**config.mk**
```make
export PLATFORM = sky130hd
export DESIGN_NAME = pwm_src_gen
export DESIGN_NICKNAME = d
export VERILOG_FILES = /design/src/rtl/pwm_src_pkg.sv /design/src/rtl/pwm_prescaler.sv /design/src/rtl/pwm_duty_gen.sv /design/src/rtl/pwm_src_mux.sv /design/src/rtl/pwm_src_gen.sv
export SDC_FILE = /design/constraint.sdc
export NUM_CORES = 1
export LEC_CHECK = 0
export BUFFER_PORTS_ARGS = -buffer_cell sky130_fd_sc_hd__buf_2
export CAP_MARGIN = 30
export CORE_MARGIN = 8
export CORE_UTILIZATION = 65
export CTS_CLUSTER_SIZE = 28
export DETAILED_ROUTE_END_ITERATION = 12
export GPL_TIMING_DRIVEN = 0
export PLACE_DENSITY = 0.92
export SLEW_MARGIN = 20
export SYNTH_ARGS = -nofsm -noshare
export SYNTH_HDL_FRONTEND = slang
export SYNTH_SLANG_ARGS = --single-unit
```
**constraint.sdc**
```tcl
create_clock -name clk_i -period 3.4 [get_ports clk_i]
set_clock_uncertainty 0.1 [all_clocks]
set_input_delay 0.17 -clock clk_i [delete_from_list [all_inputs] [get_ports clk_i]]
set_output_delay 0.17 -clock clk_i [all_outputs]
set_load 0.005 [all_outputs]
```
**src/rtl/pwm_src_pkg.sv**
```systemverilog
package pwm_src_pkg;
  localparam int NUM_CH  = 11;
  localparam int NUM_GEN = 4;
  localparam int ADDR_W  = 3;
  localparam int DATA_W  = 16;
  localparam int GEN_CH0 = 6;   // 0-based channel index served by generator 0

  localparam logic [ADDR_W-1:0] A_MODE  = 3'd0;
  localparam logic [ADDR_W-1:0] A_EN    = 3'd1;
  localparam logic [ADDR_W-1:0] A_FSEL  = 3'd2;
  localparam logic [ADDR_W-1:0] A_DUTY0 = 3'd4;

  typedef enum logic [1:0] {SRC_P1, SRC_P2, SRC_GEN} src_e;

  // Fixed routing map, channel index is 0-based
  function automatic src_e ch_src(input int ch, input logic mode);
    if (mode && ch >= GEN_CH0 && ch < GEN_CH0 + NUM_GEN) return SRC_GEN;
    if (ch == 4 || ch == 7 || ch == 9) return SRC_P2;
    return SRC_P1;
  endfunction

  function automatic int ch_gen(input int ch);
    if (ch >= GEN_CH0 && ch < GEN_CH0 + NUM_GEN) return ch - GEN_CH0;
    return 0;
  endfunction
endpackage

```
**src/rtl/pwm_prescaler.sv**
```systemverilog
module pwm_prescaler #(
  parameter int DIV1 = 2,
  parameter int DIV2 = 4
) (
  input  logic clk_i,
  input  logic rst_i,
  output logic [1:0] tick_o
);
  localparam int DIVS [2] = '{DIV1, DIV2};

  for (genvar k = 0; k < 2; k++) begin : g_div
    localparam int DV = DIVS[k];
    if (DV < 2) begin : g_pass
      assign tick_o[k] = 1'b1;
    end else begin : g_cnt
      localparam int CW = $clog2(DV);
      logic [CW-1:0] cnt_q;
      logic          tick_q;
      always_ff @(posedge clk_i) begin
        if (rst_i) begin
          cnt_q  <= '0;
          tick_q <= 1'b0;
        end else if (cnt_q == CW'(DV - 1)) begin
          cnt_q  <= '0;
          tick_q <= 1'b1;
        end else begin
          cnt_q  <= cnt_q + 1'b1;
          tick_q <= 1'b0;
        end
      end
      assign tick_o[k] = tick_q;
    end
  end
endmodule

```
**src/rtl/pwm_duty_gen.sv**
```systemverilog
module pwm_duty_gen #(
  parameter int CNT_W = 7
) (
  input  logic             clk_i,
  input  logic             rst_i,
  input  logic [1:0]       tick_i,
  input  logic             fsel_i,
  input  logic [CNT_W-1:0] duty_i,
  output logic             pwm_o
);
  localparam logic [CNT_W-1:0] CNT_MAX = '1;

  logic [CNT_W-1:0] cnt_q;
  logic [CNT_W-1:0] duty_act_q;
  logic             step;

  assign step = fsel_i ? tick_i[1] : tick_i[0];

  always_ff @(posedge clk_i) begin
    if (rst_i) begin
      cnt_q      <= '0;
      duty_act_q <= '0;
    end else if (step) begin
      cnt_q <= cnt_q + 1'b1;
      if (cnt_q == CNT_MAX) duty_act_q <= duty_i;
    end
  end

  assign pwm_o = duty_act_q > cnt_q;
endmodule

```
**src/rtl/pwm_src_mux.sv**
```systemverilog
module pwm_src_mux
  import pwm_src_pkg::*;
(
  input  logic               clk_i,
  input  logic               rst_i,
  input  logic               mode_i,
  input  logic [NUM_CH-1:0]  en_i,
  input  logic               pwm1_i,
  input  logic               pwm2_i,
  input  logic [NUM_GEN-1:0] gen_i,
  output logic [NUM_CH-1:0]  out_o
);
  logic [NUM_CH-1:0] sel;

  for (genvar c = 0; c < NUM_CH; c++) begin : g_ch
    localparam src_e S0 = ch_src(c, 1'b0);
    localparam src_e S1 = ch_src(c, 1'b1);
    localparam int   GI = ch_gen(c);
    always_comb begin
      case (mode_i ? S1 : S0)
        SRC_P1:  sel[c] = pwm1_i;
        SRC_P2:  sel[c] = pwm2_i;
        default: sel[c] = gen_i[GI];
      endcase
    end
  end

  always_ff @(posedge clk_i) begin
    if (rst_i) out_o <= '0;
    else       out_o <= sel & en_i;
  end
endmodule

```
**src/rtl/pwm_src_gen.sv**
```systemverilog
module pwm_src_gen
  import pwm_src_pkg::*;
#(
  parameter int CNT_W = 7,
  parameter int DIV1  = 2,
  parameter int DIV2  = 4
) (
  input  logic              clk_i,
  input  logic              rst_i,
  input  logic              wr_en_i,
  input  logic [2:0]        wr_addr_i,
  input  logic [15:0]       wr_data_i,
  input  logic              pwm1_i,
  input  logic              pwm2_i,
  output logic [10:0]       out_en_o
);
  logic                 mode_q;
  logic [NUM_CH-1:0]    en_q;
  logic [NUM_GEN-1:0]   fsel_q;
  logic [CNT_W-1:0]     duty_q [NUM_GEN];
  logic [1:0]           tick;
  logic [NUM_GEN-1:0]   gen_pwm;

  always_ff @(posedge clk_i) begin
    if (rst_i) begin
      mode_q <= 1'b0;
      en_q   <= '0;
      fsel_q <= '0;
    end else if (wr_en_i) begin
      if (wr_addr_i == A_MODE) mode_q <= wr_data_i[0];
      if (wr_addr_i == A_EN)   en_q   <= wr_data_i[NUM_CH-1:0];
      if (wr_addr_i == A_FSEL) fsel_q <= wr_data_i[NUM_GEN-1:0];
    end
  end

  for (genvar g = 0; g < NUM_GEN; g++) begin : g_gen
    always_ff @(posedge clk_i) begin
      if (rst_i) duty_q[g] <= '0;
      else if (wr_en_i && wr_addr_i == ADDR_W'(A_DUTY0 + g))
        duty_q[g] <= wr_data_i[CNT_W-1:0];
    end

    pwm_duty_gen #(.CNT_W(CNT_W)) gen_i (
      .clk_i (clk_i),
      .rst_i (rst_i),
      .tick_i(tick),
      .fsel_i(fsel_q[g]),
      .duty_i(duty_q[g]),
      .pwm_o (gen_pwm[g])
    );
  end

  pwm_prescaler #(.DIV1(DIV1), .DIV2(DIV2)) presc_i (
    .clk_i (clk_i),
    .rst_i (rst_i),
    .tick_o(tick)
  );

  pwm_src_mux mux_i (
    .clk_i (clk_i),
    .rst_i (rst_i),
    .mode_i(mode_q),
    .en_i  (en_q),
    .pwm1_i(pwm1_i),
    .pwm2_i(pwm2_i),
    .gen_i (gen_pwm),
    .out_o (out_en_o)
  );
endmodule

```
* Word level (Yosys, flattened, before mapping)
Memory sizes are Yosys's and may differ from the RTL's. A register that Yosys moved wholly into a read port is not among the register bits.
Cells that the tools add are included.
** Operators by class
- Bitwise gates (word level) :: 5
- Eq/ne operators :: 13
- Reduce and logical (&&, ||, !) cells :: 16
- Add/subtract/negate cells :: 6
- Multiplexer cells :: 30
- Order comparisons :: 4
** Operator list (count)
- 7-bit by 1-bit adder with 7-bit output, second input constant :: 4
- 7-bit == test, second input constant :: 4
- 7-bit > comparator :: 4
- 7-bit two-way mux :: 4
- 1-bit two-way mux :: 20
- 2-bit AND reduction :: 7
- 3-bit == test, second input constant :: 4
- 11-bit AND :: 1
- 1-bit case mux with 2 select lines :: 4
- 2-bit by 1-bit == test with 1-bit output, second input constant :: 2
- 1-bit logical AND :: 4
- 2-bit logical NOT :: 2
- 2-bit two-way mux :: 2
- 1-bit OR :: 4
- 2-bit OR reduction :: 2
- 3-bit by 1-bit == test with 1-bit output, second input constant :: 1
- 3-bit by 2-bit == test with 1-bit output, second input constant :: 1
- 3-bit logical NOT :: 1
- 2-bit by 1-bit adder with 2-bit output, second input constant :: 1
- 2-bit == test, second input constant :: 1
- 1-bit adder, second input constant :: 1
** Storage, ports and cells
- Bits in registers :: 60
- Input bits :: 24
- Bits in writable memories :: 28
- Memories kept :: 1
** Memories
- duty_q :: words 4, bits a word 7, read ports 4, clocked after Yosys merged registers in 4, wr ports 4, line pwm_src_gen.sv:20 : logic [CNT_W-1:0] duty_q [NUM_GEN];

* Longest topological paths before layout
Gate-level depths: netlist of the first run.
- Depth in word-level cells :: 6
- Mapped depth :: 5

* Modules after synthesis
Synthesis of the first run repeated with hierarchy kept, for this count alone.
** Second synthesis, totals
- Cells, all modules :: 548
- Area total of the unflattened synthesis :: 5699.2 um2
** By module, submodules not included
- pwm_duty_gen :: instances 4, area each 815.8 um2, cells an instance 90
- pwm_src_gen :: instances 1, area each 1914.3 um2, cells an instance 146
- pwm_src_mux :: instances 1, area each 355.3 um2, cells an instance 29
- pwm_prescaler :: instances 1, area each 166.4 um2, cells an instance 13

* Worst setup path after synthesis of the first run
No wires, ideal clock.
- Path kind :: reg-to-reg
- Start point :: reg g_gen[0].gen_i.cnt_q[0]
- End point :: reg g_gen[0].gen_i.duty_act_q[0], read port of duty_q
- Library setup time :: 0.072 ns
- Stages on the path, launching flop included :: 5
- Period minus slack after synthesis :: 1.515 ns
- Setup slack :: 1.885 ns
- Arrival time :: 1.343 ns
- Buffers on the path :: 0
- Path through :: dfxtp_1 > ha_1 > nand2_1 > nor4_4 > mux2i_1
** Between the ends
- Word-level cells in the longest chain between the ends :: 2
** Ends and longest elaborated chain
- start, declared :: line pwm_duty_gen.sv:13 : logic [CNT_W-1:0] cnt_q;
- start signal, assigned :: line pwm_duty_gen.sv:24 : cnt_q <= cnt_q + 1'b1;
- 7-bit == test :: line pwm_duty_gen.sv:25 : if (cnt_q == CNT_MAX) duty_act_q <= duty_i;
- 2-bit AND reduction (no line)
- end, declared :: line pwm_duty_gen.sv:14 : logic [CNT_W-1:0] duty_act_q;
No other way between the ends.
A chain may end at the register's enable or synchronous reset.

* Worst setup path in the final report of the first run
- Start point :: in wr_addr_i[2]
- End point :: reg en_q[10]
** Between the ends
- Word-level cells in the longest chain between the ends :: 2
** Ends and longest elaborated chain
- start, declared :: line pwm_src_gen.sv:11 : input logic [2:0] wr_addr_i,
- 3-bit by 1-bit == test with 1-bit output :: line pwm_src_gen.sv:31 : if (wr_addr_i == A_EN) en_q <= wr_data_i[NUM_CH-1:0];
- 2-bit AND reduction (no line)
- end signal, assigned :: line pwm_src_gen.sv:31
- end, declared :: line pwm_src_gen.sv:18 : logic [NUM_CH-1:0] en_q;
No other way between the ends.

==> summary.txt, run 1 <==
Clocking
  – Clock buffer count from CTS: 17
  – Root Buffer: clkbuf_8
  – Clk sink count: 116
  – Worst-path clk slew: 0.06 ns
  – Worst skew pair latency: 0.52 ns
  – CTS tree: yes
  – Total number of H-tree levels: 4
  – CTS Buffer Depth: 2
  – Number of buffers added for setup after CTS: 0
  – CTS resizes: 0

Route
  – Via-per-instance ratio: 6.13
  – Starting DRT DRC Count: 315
  – DRC Markers: 0
  – Via count: 4397
  – WL final: 14200 um
  – First-pass detailed-route iteration total: 5
  – Routed Antenna Nets: 0
  – Avg WL per Cell: 19.9 um

Synth
  – Mux cell area share after synthesis: 0.0839
  – Synth Area in Compound Gates: 0.0834
  – Synth Area in Simple Gates: 0.228
  – Synth Area per Inst: 10.1 sq um
  – Post-synthesis async set-or-reset flop share: 0
  – Post-Syn Area: 0.00543 sq mm
  – Post-synthesis cell type count: 37
  – Synth warnings: 0
  – Net count after synthesis: 592
  – #FFs+latches synth: 116
  – Post-synth EDFFs: 28
  – Main combinational cell family by area after synthesis: simple AND/OR/NAND/NOR gates
  – Synthesized-area fraction occupied by adder cells: 0.0760
  – Post-Synth XOR/XNOR Area: 0.00645
  – Gate Count Post-Synth: 535
  – Sequential area share after synthesis: 0.479
  – Most used DFF post-synth: dfxtp_1

Final layout
  – Final #Nets: 656
  – Highest-count cells in the layout ignoring fill and taps: dfxtp_1, nand2b_1, mux2i_1
  – Final core occ: 0.791
  – Most common cell after layout, fill and taps aside: dfxtp_1
  – # diodes: 0
  – Area Growth Syn to Fin: 19.1%
  – Cell Count, Final, Fillers Out: 717
  – Layout cell share with drive strength beyond 1: 0.111
  – # fillers: 442

Global route
  – GRT Util Overall: 0.255
  – First-pass GRT wire length: 22500 um
  – Initial antenna violation count: 0
  – Number of global-route vias before repair: 4613
  – Largest net degree at the start of global routing: 17
  – Global route overflow: 0

Critical path
  – Critical path class: in -> reg
  – Worst EP required: 3.74 ns
  – Worst EP arrival: 2.24 ns
  – Slowest CP cell: dlygate4sd3_1
  – Critical Path Source Type: input port
  – Max stage delay on crit path: 0.57 ns
  – CP Cell Sequence: dlygate4sd3_1, buf_2, nor4bb_1, nand2_1, dlygate4sd3_1, a21oi_1
  – Most frequent cell on the critical path: dlygate4sd3_1
  – Critical path capture point type: flop
  – Critical Path Fanout Max: 6

Timing
  – Peak Freq: 527 MHz
  – Final period util: 0.558
  – Final WS setup: 1.50 ns
  – Pins Over Slew Limit: 0
  – Period minus WS final: 1.90 ns
  – RSZ-0062 raised after global routing: no
  – Setup TNS: 0 ns
  – Setup Viol. Count Final: 0
  – Final Hold Viols: 0
  – Relative slew slack: 0.535
  – Least-Margin Pin Slew: 0.692 ns
  – WHS: 0.0619 ns

Run status
  – Status: complete, no violations

Die
  – Die Span X: 107 um
  – Core area: 0.00818 sq mm
  – I/O pins: 35
  – Die Height: 107 um
  – Total die area: 0.0115 sq mm
  – Rows: 33
  – Initial Utilization: 0.664

Placement
  – Placed Cells: 668
  – Final HPWL DP: 8790 um
  – # port buffers: 28
  – Gpl congestion: 0.882
  – Worst slack, placed: 1.60 ns

Pwr
  – PD cells: 529 mW/mm^2
  – Leakage: 2.47 nW
  – Worst IR Drop VDD: 0.387 mV

Hold path
  – Worst min path class: in -> reg

Job
  – Number of max-cap violations: 0
state kept, by name, indices dropped and copies added (netlist names):
register / flops
en_q: 11
g_gen.gen_i.cnt_q: 28
mux_i.out_o: 11
fsel_q: 4
mode_q: 1
presc_i.g_div.g_cnt.tick_q: 2
g_gen.gen_i.duty_act_q: 28
presc_i.g_div.g_cnt.cnt_q: 3
duty_q: 28
worst max-delay path: cells and delay by family:
kind	cells	cell delay (ns)
AO/OA/AOI/OAI	1	0.15
buffers and inverters	3	1.28
AND/OR/NAND/NOR	2	0.63
cell families after synthesis:
kind of cell               after synthesis
AOI/OAI and AO/OA                       73
xor gates and xnor gates                 4
adders and majority gates               33
buffers and inverters                   54
DFF                                    116
muxes                                   45
and+or+nand+nor                        210
worst paths after layout:
| path | from | endpoint | slack, ns | depth (start not counted) |
|---|---|---|---|---|
| setup reg to reg | g_gen[3].gen_i.cnt_q[0] | g_gen[3].gen_i.duty_act_q[6] | 1.57 | 4 |
| hold reg to reg | presc_i.g_div[0].g_cnt.cnt_q | presc_i.g_div[0].g_cnt.cnt_q | 0.31 | 1 |
| hold / removal | wr_en_i | mode_q | 0.06 | 4 |
| setup / recovery | wr_addr_i[2] | en_q[10] | 1.50 | 6 |
through the flow:
stage / power (W) / instance area (sq um)
6_report: 0.00342 / 6460
5_1_grt: 0.00350 / 6460
4_1_cts: 0.00340 / 6460
3_5_place_dp: 0.00166 / 5700
3_3_place_gp: 0.00165 / 5700
2_1_floorplan: 0.00159 / 5430
area by class of cell:
type	count	area (sq um)	share of cell area
plain buffers	21	111	0.0172
repair buffers	45	310	0.0480
clock inverters	6	61.3	0.00948
flip-flops and latches	116	2600	0.403
clock buffers	26	532	0.0823
well taps	105	131	0.0203
inverters	33	124	0.0192
multi-input cells	365	2590	0.401
report_power, final:
part | switching, W | internal [W] | total [W]
sequential | 0.0000204 | 0.00145 | 0.00147
combinational | 0.000108 | 0.0000762 | 0.000184
clock | 0.000626 | 0.00114 | 0.00176
total | 0.000755 | 0.00266 | 0.00342
per-layer routing:
| layer | vias up | track usage | part of all wire |
|---|---|---|---|
| li1 | 1996 | - | - |
| met1 | 2119 | 0.268 | 0.37 |
| met2 | 211 | 0.440 | 0.50 |
| met3 | 71 | 0.0725 | 0.078 |
| met4 | 0 | 0.161 | 0.050 |
| met5 | - | 0 | 0 |
Yosys cell counts (3+ instances only):
| library cell | number | area [sq um] |
|---|---|---|
| nand2b_1 | 58 | 363 |
| o31ai_1 | 8 | 60.1 |
| clkbuf_1 | 14 | 52.6 |
| mux2i_1 | 41 | 410 |
| mux2_1 | 4 | 45.0 |
| buf_6 | 4 | 45.0 |
| o211ai_1 | 4 | 30.0 |
| nor3_1 | 9 | 45.0 |
| o21ai_0 | 8 | 40.0 |
| xor2_1 | 4 | 35.0 |
| o21bai_1 | 4 | 30.0 |
| nor4_4 | 4 | 85.1 |
| and2_1 | 34 | 213 |
| edfxtp_1 | 28 | 841 |
| dfxtp_1 | 88 | 1760 |
| or4_1 | 8 | 60.1 |
| nor2_1 | 23 | 86.3 |
| a21o_1 | 8 | 60.1 |
| a21oi_1 | 33 | 165 |
| inv_1 | 33 | 124 |
| nand4_1 | 8 | 50.1 |
| nand3_1 | 12 | 60.1 |
| nand3b_1 | 4 | 30.0 |
| ha_1 | 33 | 413 |
| or3_1 | 8 | 50.1 |
| nor2b_1 | 3 | 18.8 |
| nand2_1 | 34 | 128 |
what timing repair did:
item,CTS,global route
endpoints found under the hold margin,43,0
hold buffers,17,0
setup endpoints to repair,0,0
No activity file was read; power rests on OpenSTA's default activity.
==> inputs of run 2 (changes only) <==
Settings changed: CORE_UTILIZATION 65 to 55, PLACE_DENSITY 0.92 to 0.83.
Clock period 3.4 ns to 1.55 ns, I/O delays scaled along.
==> summary.txt, run 2 (synthesis gave the netlist of run 1 again) <==
Critical path
  – Worst path top cell family by delay: flip-flops
  – CP Cell Sequence: inv_1, ha_1, nand4_1, o211ai_1, a41oi_1
  – Max stage delay on crit path: 0.38 ns
  – Critical path class: reg -> reg
  – Critical Path Source Type: flop
  – Critical Path Fanout Max: 4
  – Worst EP arrival: 1.82 ns
  – Critical path capture point type: flop
  – WP buf/inv: 1
  – Slowest CP cell: dfxtp_1
  – Worst EP required: 1.83 ns

Placement
  – Final HPWL DP: 8830 um
  – # port buffers: 28
  – Gpl congestion: 0.837

Timing
  – Least-Margin Pin Slew: 0.724 ns
  – Final period util: 0.994
  – Pins Over Slew Limit: 0
  – Peak Freq: 649 MHz
  – Setup Viol. Count Final: 0
  – Relative slew slack: 0.518
  – Period minus WS final: 1.54 ns
  – Setup TNS: 0 ns
  – Final Hold Viols: 0

Die
  – Total die area: 0.0133 sq mm
  – Core area: 0.00968 sq mm
  – Rows: 36
  – Die Height: 115 um
  – Die Span X: 115 um
  – Initial Utilization: 0.561
  – I/O pins: 35

Pwr
  – Worst IR Drop VDD: 0.854 mV
  – Leakage: 2.57 nW
  – PD cells: 1070 mW/mm^2

Final layout
  – Storage element area: 0.00264 sq mm
  – Final core occ: 0.698
  – # diodes: 0
  – Area Growth Syn to Fin: 24.5%
  – # fillers: 629
  – Final #Nets: 669
  – Layout cell share with drive strength beyond 1: 0.192
  – Multi-input gate area: 0.00275 sq mm
  – Highest-count cells in the layout ignoring fill and taps: dfxtp_1, nand2b_1, mux2i_1
  – Top Registers: duty_q x28, g_gen.gen_i.cnt_q x28, g_gen.gen_i.duty_act_q x28
  – Most common cell after layout, fill and taps aside: dfxtp_1

Hold path
  – Worst min path class: in -> reg

Global route
  – First-pass GRT wire length: 22300 um
  – Largest net degree at the start of global routing: 17
  – GRT Util Overall: 0.220
  – Initial antenna violation count: 0
  – Global route overflow: 0
  – Number of global-route vias before repair: 4497

Route
  – Met1 WL: 5320 um
  – WL final: 14000 um
  – DRC Markers: 0
  – Metal3 WL: 985 um
  – Uppermost layer routed: met4
  – First-pass detailed-route iteration total: 4
  – Avg WL per Cell: 18.4 um
  – Starting DRT DRC Count: 275
  – Met2 WL post-DR: 7130 um
  – Via count: 4302
  – Via-per-instance ratio: 5.68
  – Routed Antenna Nets: 0

Clocking
  – Clock buffer count from CTS: 17
  – CTS tree: yes
  – Worst-path clk slew: 0.06 ns
  – CTS Buffer Depth: 2
  – Clk sink count: 116
  – Root Buffer: clkbuf_8
  – Total number of H-tree levels: 4
  – Worst skew pair latency: 0.53 ns

Run status
  – Status: complete, no violations

Job
  – Number of max-cap violations: 0
==> run 2: changes by cell type in the layout (fill, tap and decap cells not counted), sizes merged <==
cell / delta
inv: +4
clkbuf: -9
buf: +9
clkinvlp: -2
dlygate4sd3: +5
bufinv: -1
clkinv: +7
==> run 2: repair_timing <==
item / in CTS / in global routing
gates cloned: 0 / 1
endpoints found under the setup margin: 41 / 38
gates resized for setup: 14 / 38
hold buffers: 22 / 0
endpoints found under the hold margin: 57 / 0
buffers inserted: 6 / 2
pin swaps: 4 / 10
==> run 2: cell type report <==
cell class              instances  area share
well taps                     133      0.0246
plain buffers                  20      0.0159
clock inverters                14      0.0148
multi-input cells             365       0.406
flip-flops and latches        116       0.390
inverters                      33      0.0183
repair buffers                 59      0.0653
clock buffers                  18      0.0649
==> run 2: routing by layer <==
metal / up-vias / global-route usage
li1: 2018 / -
met1: 2059 / 0.238
met2: 179 / 0.386
met3: 46 / 0.0599
met4: 0 / 0.107
met5: - / 0
==> run 2: power breakdown <==
group | switching (W) | internal (W) | total (W)
logic | 0.000238 | 0.000187 | 0.000425
clock network | 0.00148 | 0.00207 | 0.00355
registers | 0.0000519 | 0.00318 | 0.00323
==> run 2: final timing paths <==
| check | from | endpoint | slack [ns] | depth (start not counted) |
|---|---|---|---|---|
| worst max register to register | g_gen[3].gen_i.cnt_q[4] | mux_i.out_o[9] | 0.009 | 5 |
| worst min register to register | presc_i.g_div[1].g_cnt.cnt_q[0] | presc_i.g_div[1].g_cnt.cnt_q[0] | 0.33 | 1 |
| worst min-delay path | rst_i | g_gen[0].gen_i.duty_act_q[2] | 0.02 | 3 |
| worst max-delay path | g_gen[3].gen_i.cnt_q[4] | mux_i.out_o[9] | 0.009 | 5 |
==> run 2: tightest hold or removal path: stages <==
cell and delay [ns]:
clkbuf_1 0.20, nand2b_1 0.20, mux2i_1 0.11
==> run 2: through the flow <==
stage / total power [W] / area (sq um) / setup slack (ns) / std cells / hold WS, ns
after global routing: 0.00740 / 6760 / -0.0319 / 758 / 0.0500
after global placement: 0.00362 / 5740 / -0.151 / 696 / 0.221
final: 0.00721 / 6760 / 0.00945 / 758 / 0.0175
after floorplan: 0.00350 / 5430 / 0.0352 / 535 / 0.0980
after CTS: 0.00716 / 6580 / -0.0132 / 755 / 0.00526
after detailed placement: 0.00364 / 5740 / -0.228 / 696 / 0.225
==> inputs of run 3 (changes only) <==
Settings changed: CORE_MARGIN 8 to 4.
==> summary.txt, run 3 (synthesis gave the netlist of run 1 again) <==
Timing
  – Setup Viol. Count Final: 2
  – WHS: 0.0184 ns
  – Final period util: 1.02
  – Pins Over Slew Limit: 0
  – Peak Freq: 634 MHz
  – Relative slew slack: 0.509
  – Final Hold Viols: 0
  – Period minus WS final: 1.58 ns
  – Least-Margin Pin Slew: 0.736 ns
  – Final WS setup: -0.0280 ns
  – RSZ-0062 raised after global routing: yes

Clocking
  – Root Buffer: clkbuf_8
  – Total number of H-tree levels: 4
  – CTS Buffer Depth: 2
  – Clock buffer count from CTS: 17
  – CTS tree: yes
  – Worst-path clk slew: 0.06 ns
  – Worst skew pair latency: 0.52 ns
  – Clk sink count: 116

Final layout
  – # diodes: 0
  – Final #Nets: 665
  – Final instance area: 0.00675 sq mm
  – Area Growth Syn to Fin: 24.4%
  – Layout cell share with drive strength beyond 1: 0.179
  – Most common cell after layout, fill and taps aside: dfxtp_1
  – Highest-count cells in the layout ignoring fill and taps: dfxtp_1, nand2b_1, mux2i_1
  – # fillers: 640
  – Top Registers: duty_q x28, g_gen.gen_i.cnt_q x28, g_gen.gen_i.duty_act_q x28

Run status
  – Failing checks: negative setup slack
  – Status: complete, but fails checks

Placement
  – Worst slack, placed: -0.225 ns
  – # port buffers: 28
  – Gpl congestion: 0.814
  – Placed Area: 0.00574 sq mm
  – Final HPWL DP: 8640 um

Job
  – Number of max-cap violations: 0

Critical path
  – Worst r2r path cells: 4
  – Critical path capture point type: flop
  – Worst EP arrival: 1.92 ns
  – Max stage delay on crit path: 0.53 ns
  – Critical Path Fanout Max: 5
  – Critical path class: reg -> reg
  – Worst EP required: 1.90 ns
  – Slowest CP cell: or4_4
  – Critical Path Source Type: flop
  – CP Cell Sequence: mux2i_4, buf_6, or4_4, a21oi_2

Die
  – Rows: 36
  – I/O pins: 35
  – Die Span X: 107 um
  – Total die area: 0.0115 sq mm
  – Die Height: 107 um
  – Initial Utilization: 0.561
  – Core area: 0.00968 sq mm

Route
  – Routed Antenna Nets: 0
  – Via-per-instance ratio: 5.73
  – First-pass detailed-route iteration total: 5
  – Starting DRT DRC Count: 397
  – Avg WL per Cell: 18.1 um
  – Via count: 4320
  – DRC Markers: 0
  – WL final: 13600 um

Global route
  – Number of global-route vias before repair: 4341
  – Largest net degree at the start of global routing: 17
  – Global route overflow: 0
  – GRT Util Overall: 0.239
  – First-pass GRT wire length: 21100 um
  – Initial antenna violation count: 0

Pwr
  – PD cells: 1120 mW/mm^2
  – Leakage: 2.57 nW
  – Worst IR Drop VDD: 0.976 mV
  – Tot Pwr: 0.00758 W

Hold path
  – Hold Crit Depth: 3
  – Worst min path class: in -> reg
-- run 3: through the flow --
stage                     utilization  cells  TNS, ns
after detailed placement        0.592    696   -15.10
after global placement          0.592    696   -10.54
final                           0.697    754  -0.0438
after global routing            0.697    754  -0.0788
after floorplan                     -    535        0
after CTS                       0.685    751  -0.0514
-- run 3: area by class of cell --
| class | count | area [sq um] | share of cell area |
|---|---|---|---|
| Clock buffer | 20 | 478 | 0.0708 |
| Tap cell | 133 | 166 | 0.0246 |
| Clock inverter | 12 | 123 | 0.0182 |
| Inverter | 33 | 124 | 0.0183 |
| Sequential cell | 116 | 2630 | 0.389 |
| Multi-Input combinational cell | 365 | 2700 | 0.399 |
| Timing Repair Buffer | 55 | 432 | 0.0639 |
| Buffer | 20 | 108 | 0.0159 |
-- run 3: final timing paths --
check,start,end,slack (ns)
setup / recovery,fsel_q[3],g_gen[3].gen_i.cnt_q[6],-0.03
hold reg to reg,presc_i.g_div[0].g_cnt.cnt_q,presc_i.g_div[0].g_cnt.cnt_q,0.32
hold / removal,rst_i,g_gen[2].gen_i.duty_act_q[0],0.02
setup reg to reg,fsel_q[3],g_gen[3].gen_i.cnt_q[6],-0.03
-- run 3: timing repair --
item | in CTS | in global routing
gates cloned | 0 | 0
endpoints found under the hold margin | 58 | 0
pin swaps | 4 | 7
hold buffers | 19 | 0
resized for setup | 16 | 22
endpoints found under the setup margin | 44 | 36
buffers inserted | 5 | 3
-- run 3: worst max-delay path, delay by kind of cell, from the launching register on --
kind | cells | cell delay [ns]
AOI/OAI and AO/OA | 1 | 0.15
buffers and inverters | 1 | 0.16
DFF | 1 | 0.35
muxes | 1 | 0.23
and+or+nand+nor | 1 | 0.53
-- run 3: where the power goes --
group          switching (W)  leakage [nW]  internal (W)  total, W
Sequential         0.0000500         0.989       0.00318   0.00323
Clock                0.00142         0.301       0.00251   0.00393
Combinational       0.000237          1.27      0.000187  0.000423
Total                0.00170          2.57       0.00588   0.00758
-- run 3: layer usage --
layer  wire length (um)  global-route usage
met5                  0                   0
met4                695               0.136
met3                842              0.0618
met2               6670               0.391
met1               5440               0.285
